**src/rtl/gpio_irq_pkg.sv**
```systemverilog
package gpio_irq_pkg;

  // Port width of the detector; all vectors are indexed by pin number.
  localparam int unsigned PinCount = 8;

  typedef logic [PinCount-1:0] pinVec_t;

  // Strobes from the detection control to the status datapath.
  typedef struct packed {
    pinVec_t setVec;  // pins with an event this cycle
    pinVec_t clrVec;  // pins written with one on the clear port
  } statusStrobe_t;

endpackage

```
**src/rtl/gpio_irq_pin_cell.sv**
```systemverilog
module gpio_irq_pin_cell (
  input  logic clk,
  input  logic rstN,
  input  logic pinNow,
  input  logic pinPrev,
  input  logic isOutput,
  input  logic levelMode,
  input  logic anyEdge,
  input  logic polarity,
  output logic eventHit
);

  logic changed;
  logic matchPol;
  logic edgeHit;
  logic levelHit;

  always_comb begin
    changed  = (pinNow ^ pinPrev) & ~isOutput;
    matchPol = ~(pinNow ^ polarity);
    edgeHit  = ~levelMode & changed & (anyEdge | matchPol);
    levelHit = levelMode & matchPol;
    eventHit = edgeHit | levelHit;
  end


  out_pin_no_edge_chk: assert property (@(posedge clk) disable iff (!rstN)
    (isOutput && !levelMode) |-> !eventHit);


  any_edge_fires_chk: assert property (@(posedge clk) disable iff (!rstN)
    (!levelMode && anyEdge && !isOutput && (pinNow != pinPrev)) |-> eventHit);

endmodule

```
**src/rtl/gpio_irq_ctrl.sv**
```systemverilog
module gpio_irq_ctrl
  import gpio_irq_pkg::*;
(
  input  logic          clk,
  input  logic          rstN,
  input  pinVec_t       pinIn,
  input  pinVec_t       prevIn,
  input  pinVec_t       pinDir,
  input  pinVec_t       senseCfg,
  input  pinVec_t       bothEdgeCfg,
  input  pinVec_t       eventCfg,
  input  logic          clrEn,
  input  pinVec_t       clrData,
  output statusStrobe_t strobe
);

  pinVec_t hitVec;

  for (genvar g = 0; g < PinCount; g++) begin : g_pin
    gpio_irq_pin_cell u_cell (
      .clk      (clk),
      .rstN     (rstN),
      .pinNow   (pinIn[g]),
      .pinPrev  (prevIn[g]),
      .isOutput (pinDir[g]),
      .levelMode(senseCfg[g]),
      .anyEdge  (bothEdgeCfg[g]),
      .polarity (eventCfg[g]),
      .eventHit (hitVec[g])
    );
  end

  always_comb begin
    strobe.setVec = hitVec;
    strobe.clrVec = clrEn ? clrData : '0;
  end


  clear_only_when_enabled_chk: assert property (@(posedge clk) disable iff (!rstN)
    !clrEn |-> (strobe.clrVec == '0));

endmodule

```
**src/rtl/gpio_irq_datapath.sv**
```systemverilog
module gpio_irq_datapath
  import gpio_irq_pkg::*;
(
  input  logic          clk,
  input  logic          rstN,
  input  pinVec_t       pinIn,
  input  pinVec_t       maskCfg,
  input  statusStrobe_t strobe,
  output pinVec_t       prevIn,
  output pinVec_t       rawQ,
  output pinVec_t       maskedQ,
  output logic          irqAny
);

  pinVec_t rawNext;

  always_comb begin
    // Clear first, then set: an event in the same cycle wins.
    rawNext = (rawQ & ~strobe.clrVec) | strobe.setVec;
  end

  always_ff @(posedge clk or negedge rstN) begin
    if (!rstN) begin
      prevIn <= '0;
      rawQ   <= '0;
    end else begin
      prevIn <= pinIn;
      rawQ   <= rawNext;
    end
  end

  always_comb begin
    maskedQ = rawQ & maskCfg;
    irqAny  = |maskedQ;
  end


  cleared_bits_drop_chk: assert property (@(posedge clk) disable iff (!rstN)
    1'b1 |=> ((rawQ & $past(strobe.clrVec & ~strobe.setVec)) == '0));


  set_bits_land_chk: assert property (@(posedge clk) disable iff (!rstN)
    1'b1 |=> ((rawQ & $past(strobe.setVec)) == $past(strobe.setVec)));


  sticky_hold_chk: assert property (@(posedge clk) disable iff (!rstN)
    1'b1 |=> ((~rawQ & $past(rawQ & ~strobe.clrVec)) == '0));


  prev_tracks_pin_chk: assert property (@(posedge clk) disable iff (!rstN)
    1'b1 |=> (prevIn == $past(pinIn)));

endmodule

```
**src/rtl/gpio_irq_detect.sv**
```systemverilog
module gpio_irq_detect
  import gpio_irq_pkg::*;
(
  input  logic                clk,
  input  logic                rstN,
  input  logic [PinCount-1:0] pinIn,
  input  logic [PinCount-1:0] pinDir,
  input  logic [PinCount-1:0] senseCfg,
  input  logic [PinCount-1:0] bothEdgeCfg,
  input  logic [PinCount-1:0] eventCfg,
  input  logic [PinCount-1:0] maskCfg,
  input  logic                clrEn,
  input  logic [PinCount-1:0] clrData,
  output logic [PinCount-1:0] rawStatus,
  output logic [PinCount-1:0] maskedStatus,
  output logic                irqOut
);

  statusStrobe_t strobe;
  pinVec_t       prevIn;

  gpio_irq_ctrl u_ctrl (
    .clk        (clk),
    .rstN       (rstN),
    .pinIn      (pinIn),
    .prevIn     (prevIn),
    .pinDir     (pinDir),
    .senseCfg   (senseCfg),
    .bothEdgeCfg(bothEdgeCfg),
    .eventCfg   (eventCfg),
    .clrEn      (clrEn),
    .clrData    (clrData),
    .strobe     (strobe)
  );

  gpio_irq_datapath u_dp (
    .clk    (clk),
    .rstN   (rstN),
    .pinIn  (pinIn),
    .maskCfg(maskCfg),
    .strobe (strobe),
    .prevIn (prevIn),
    .rawQ   (rawStatus),
    .maskedQ(maskedStatus),
    .irqAny (irqOut)
  );


  irq_matches_masked_chk: assert property (@(posedge clk) disable iff (!rstN)
    irqOut == ((rawStatus & maskCfg) != '0));

endmodule

```
**config.mk**
```make
export PLATFORM = sky130hd
export DESIGN_NAME = gpio_irq_detect
export DESIGN_NICKNAME = d
export VERILOG_FILES = /design/src/rtl/gpio_irq_pkg.sv /design/src/rtl/gpio_irq_pin_cell.sv /design/src/rtl/gpio_irq_ctrl.sv /design/src/rtl/gpio_irq_datapath.sv /design/src/rtl/gpio_irq_detect.sv
export SDC_FILE = /design/constraint.sdc
export NUM_CORES = 1
export LEC_CHECK = 0
export ABC_AREA = 0
export BUFFER_PORTS_ARGS = -buffer_cell sky130_fd_sc_hd__buf_2
export CAP_MARGIN = 0
export CORE_ASPECT_RATIO = 1.1
export CORE_MARGIN = 3
export CORE_UTILIZATION = 35
export DETAILED_ROUTE_END_ITERATION = 10
export GPL_TIMING_DRIVEN = 0
export PLACE_DENSITY = 0.76
export SLEW_MARGIN = 20
export SYNTH_ARGS = -nofsm -noshare
export SYNTH_HDL_FRONTEND = slang
export SYNTH_SLANG_ARGS = --single-unit
```
**constraint.sdc**
```tcl
create_clock -name clk -period 1.69 [get_ports clk]
set_input_delay 0.2535 -clock clk [delete_from_list [all_inputs] [get_ports clk]]
set_output_delay 0.2535 -clock clk [all_outputs]
set_load 0.1 [all_outputs]
```
=== Word level (Yosys, flattened, before mapping) ===
Cells that the tools add are included.

* Output and inout port bits: 17
* Bits in registers: 16
* Input bits: 59
* Logic and storage cells: 96

* Bitwise logic cells: 92
* Multiplexer cells: 1
* Reductions and logical operators: 1

{| class="wikitable"
|+ Operators by type and width
! kind !! count
|-
| $and A1 B1 Y1 || 32
|-
| $not A1 Y1 || 24
|-
| $and A8 B8 Y8 || 2
|-
| $or A1 B1 Y1 || 16
|-
| $xor A1 B1 Y1 || 16
|-
| $mux W8 || 1
|-
| $not A8 Y8 || 1
|-
| $or A8 B8 Y8 || 1
|-
| $reduce_or A8 Y1 || 1
|}

=== Longest topological paths before layout ===
* Depth after elaboration: 6
* Gate-level depth with buffers: 4
* Mapped depth without buffers: 3

=== By module ===
A second synthesis with hierarchy kept.

* Cells, all modules: 123
* Area total of the unflattened synthesis: 1076.0 sq um

{| class="wikitable"
|+ Modules (own cells, without submodules)
! module !! times used !! area each (sq um) !! cells an instance !! sequential area each (sq um)
|-
| gpio_irq_datapath || 1 || 565.5 || 43 || 400.4
|-
| gpio_irq_pin_cell || 8 || 57.6 || 9 || 0.0
|-
| gpio_irq_ctrl || 1 || 50.0 || 8 || 0.0
|}

=== Worst setup path before layout ===
Ideal clock, no wire load.

* Path type: register to output
* Start: register u_dp.rawQ[1]
* End: output port irqOut
* Slack: -1466 ps
* Cell stages (with the launch flop): 4
* Required time: 1436 ps
* Arrival: 2902 ps
* Path buffers: 0
* Cell sequence: dfrtp_1 > and2_1 > or4_1 > or4_1

* Word-level cells in the longest chain between the ends: 2

{| class="wikitable"
|+ RTL lines
! item !! line !! text
|-
| start, declared || gpio_irq_datapath.sv:10 || <nowiki>output pinVec_t rawQ,</nowiki>
|-
| start signal, assigned || gpio_irq_datapath.sv:28 || <nowiki>rawQ <= rawNext;</nowiki>
|-
| $and A8 B8 Y8 || gpio_irq_datapath.sv:33 || <nowiki>maskedQ = rawQ & maskCfg;</nowiki>
|-
| via maskedStatus[1] || gpio_irq_detect.sv:15 || <nowiki>output logic [PinCount-1:0] maskedStatus,</nowiki>
|-
| $reduce_or A8 Y1 || gpio_irq_datapath.sv:34 || <nowiki>irqAny = |maskedQ;</nowiki>
|-
| end, declared || gpio_irq_detect.sv:16 || <nowiki>output logic irqOut</nowiki>
|}

The timed path passes the listed nets, and every way through them passes these cells.

=== Final worst setup path ===
* Start: register u_dp.rawQ[2]
* End: output port irqOut

* Word-level cells in the longest chain between the ends: 2

{| class="wikitable"
|+ RTL lines
! item !! line
|-
| $and A8 B8 Y8 || gpio_irq_datapath.sv:33
|-
| $reduce_or A8 Y1 || gpio_irq_datapath.sv:34
|}

No other way between the ends.

==> flow_summary.toml <==
[setup_path]
setup.worst_path.start_class = "flop"
max_stage_delay_ps = 530
cp_cell_sequence = "and2_4 > or4_4 > or4_4 > buf_12"
critical_path.n_buffers_inverters = 1
critPathSlowestCell = "or4_4"
worstPathRequired_ps = 1440
crit_path_frequent_cell = "or4_4"
top_delay_family_on_crit_path = "simple AND/OR/NAND/NOR gates"
ws_path_type = "reg -> out"
cp.arrival_ps = 2080
end_kind = "output pin"
path_max_fanout = 3

[cells_and_area]
final_std_cell_area_no_fill_um2 = 1460
layout.filler_cells = 234
final_core_utilization_pct = 57.40
num_antenna_cells = 0
register_area_um2 = 414.1
flow.area_growth_from_synthesis_pct = 53.35
post_route_insts_no_fill = 216
area_occupied_by_multi_input_gates_um2 = 541.8
drive_gt1_share_pct = 51.89
nets = 245

[timing]
fmax_mhz = 429.2
grt_setup_unrepaired = "true"
finalCriticalPeriod_ps = 2330
max_slew.worst_pin.slew_ps = 489.2
final-setup-viol-count = 1
fin_worst_hold_slack_ps = 117.8
fin_worst_skew_ps = 1.394
final-hold-violation-count = 0
slew_viol_final = 0
post-route-period-util_pct = 137.9
timing.slew.headroom_pct = 67.61
fin_tns_setup_ps = -639.7
worst_slack_ps = -639.7

[place]
place_inst = 211
detailed_place.area_um2 = 1395
io_buffer_count = 74
gp_congestion = 0.7542
hpwl_um = 2361
pre_cts_ws_ps = -445.3

[min_path]
tightest_hold_check_type = "in -> reg"

[synth]
synth_xor_xnor_area_share_pct = 9.198
netlist-cell-type-count = 17
synth_top_family_by_area = "simple AND/OR/NAND/NOR gates"
synth_largest_area_cell = "dfrtp_1"
synth_simple_gate_area_share_pct = 30.22
yosys_register_bits = 16
synth-warning-count = 0
synth_compound_area_share_pct = 14.98
synth_adder_area_share_pct = 0
synth_nets = 165
post_synth_inst_count = 106
synthMuxAreaShare_pct = 0
avgSynthCellArea_um2 = 8.983
seq_area_frac_synth_pct = 42.05
netlist.area_leader.share_pct = 42.05
synthesis.area_um2 = 952.2
synth_area_leaders = "dfrtp_1 42%, nor3b_1 11%, xnor2_1 8.3%"

[floorplan]
fp.dieArea_um2 = 3383
initial_utilization_pct = 37.43
top_level_ports = 76
placement_rows = 19
fp.coreArea_um2 = 2544
dieHeight_um = 60.71
die_x_um = 55.73

[grt]
grt_pass1_wl_um = 4409
global_route.usage.total_pct = 17.03
overflow = 0
grt_max_degree = 17
number_of_antenna_violations_at_the_first_check_in_global_routing = 0
number_of_global_route_vias_before_repair = 1074

[clock_network]
cts-htree-levels = 1
clock_tree.root_cell = "clkbuf_4"
cts.path.max_buffers = 2
cts_made_buffers = 3
insertion_delay_ps = 280
post-cts-setup-buffer-count = 0
clock_sinks = 16
tritoncts_clock_tree = "done"
path_clk_slew_ps = 90

[job]
max_cap_violations = 0

[status]
failed_checks = "setup timing"
status = "finished, violations left"

[power]
power_per_cell_area_nw_per_um2 = 942.5
cellLeakagePower_nw = 0.7068
worst_ir_drop_vdd_mv = 0.5974
totalPowerFinal_mw = 1.376

[detailed_routing]
routed-via-count = 1062
initialDrtViolationCount = 35
antenna_left = 0
drc = 0
detail_route.first_pass.iterations = 3
wire_per_inst_um = 13.00
drt-total-wl_um = 2808
detail_route.vias_per_cell = 4.917
per-layer routing:
metal | share of wire [%] | GRT usage, % | vias to the layer above
li1 | - | - | 527
met1 | 38 | 17.26 | 477
met2 | 51 | 32.43 | 52
met5 | 0 | 0 | -
met4 | 1.7 | 9.028 | 0
met3 | 9.1 | 4.681 | 6
area by class of cell:
cell class | instances | share of cell area [%]
Clock buffer | 4 | 2.485
Sequential cell | 16 | 28.36
Tap cell | 31 | 2.656
Multi-Input combinational cell | 81 | 37.10
Timing Repair Buffer | 75 | 27.08
Buffer | 1 | 0.2571
Inverter | 8 | 2.057
cell usage after synthesis:
cell      number
a21oi_1        1
a22oi_1        8
and2_1         7
and2_4         1
clkbuf_1       1
dfrtp_1       16
inv_1          8
nand2_1        8
nand3_1        7
nor2b_1        7
nor3b_1       14
o21ai_0       14
o31ai_1        1
or2_2          1
or4_1          2
xnor2_1        9
xor2_1         1
flip-flops by register name, indices dropped and copies added (netlist names):
signal and cells:
u_dp.rawQ 8, u_dp.prevIn 8
power by group:
| group | internal (mW) | total [mW] | switching, mW |
|---|---|---|---|
| Combinational | 0.172 | 0.668 | 0.496 |
| Sequential | 0.428 | 0.457 | 0.0291 |
| Clock | 0.131 | 0.251 | 0.120 |
| Total | 0.732 | 1.38 | 0.644 |
final timing paths:
| path | cells past startpoint | startpoint | to | slack [ps] |
|---|---|---|---|---|
| worst max-delay path | 4 | u_dp.rawQ[2] | irqOut | -640 |
| worst min-delay path | 1 | pinIn[0] | u_dp.prevIn[0] | 120 |
| worst max register to register | 3 | u_dp.prevIn[6] | u_dp.rawQ[6] | 780 |
| worst min register to register | 2 | u_dp.rawQ[4] | u_dp.rawQ[4] | 540 |
| max in group asynchronous | 2 | rstN | u_dp.rawQ[2] | 970 |
| min in group asynchronous | 2 | rstN | u_dp.prevIn[6] | 420 |
cell usage in the layout (no fill, tap or decap), types with 2 or more instances in the layout:
cell type   n
a22oi_1     8
and2_4      7
buf_2      73
clkbuf_4    3
dfrtp_1     9
dfrtp_2     5
dfrtp_4     2
inv_1       8
nand2_1     8
nand3_1     7
nor2b_1     7
nor3b_1    14
o21ai_0    14
or4_4       2
xnor2_1     9
repair_timing:
action,CTS,global route
hold endpoints to repair,16,0
setup endpoints to repair,1,1
gates resized for setup,5,0
hold buffers,1,0
pin swaps,0,0
cells by family (layout without fill, tap and decap cells):
group | after synthesis | count (layout)
and+or+nand+nor | 47 | 47
DFF | 16 | 16
AOI/OAI and AO/OA | 24 | 24
buffers and inverters | 9 | 88
xor gates and xnor gates | 10 | 10
Power figures use the tool's default switching activity.
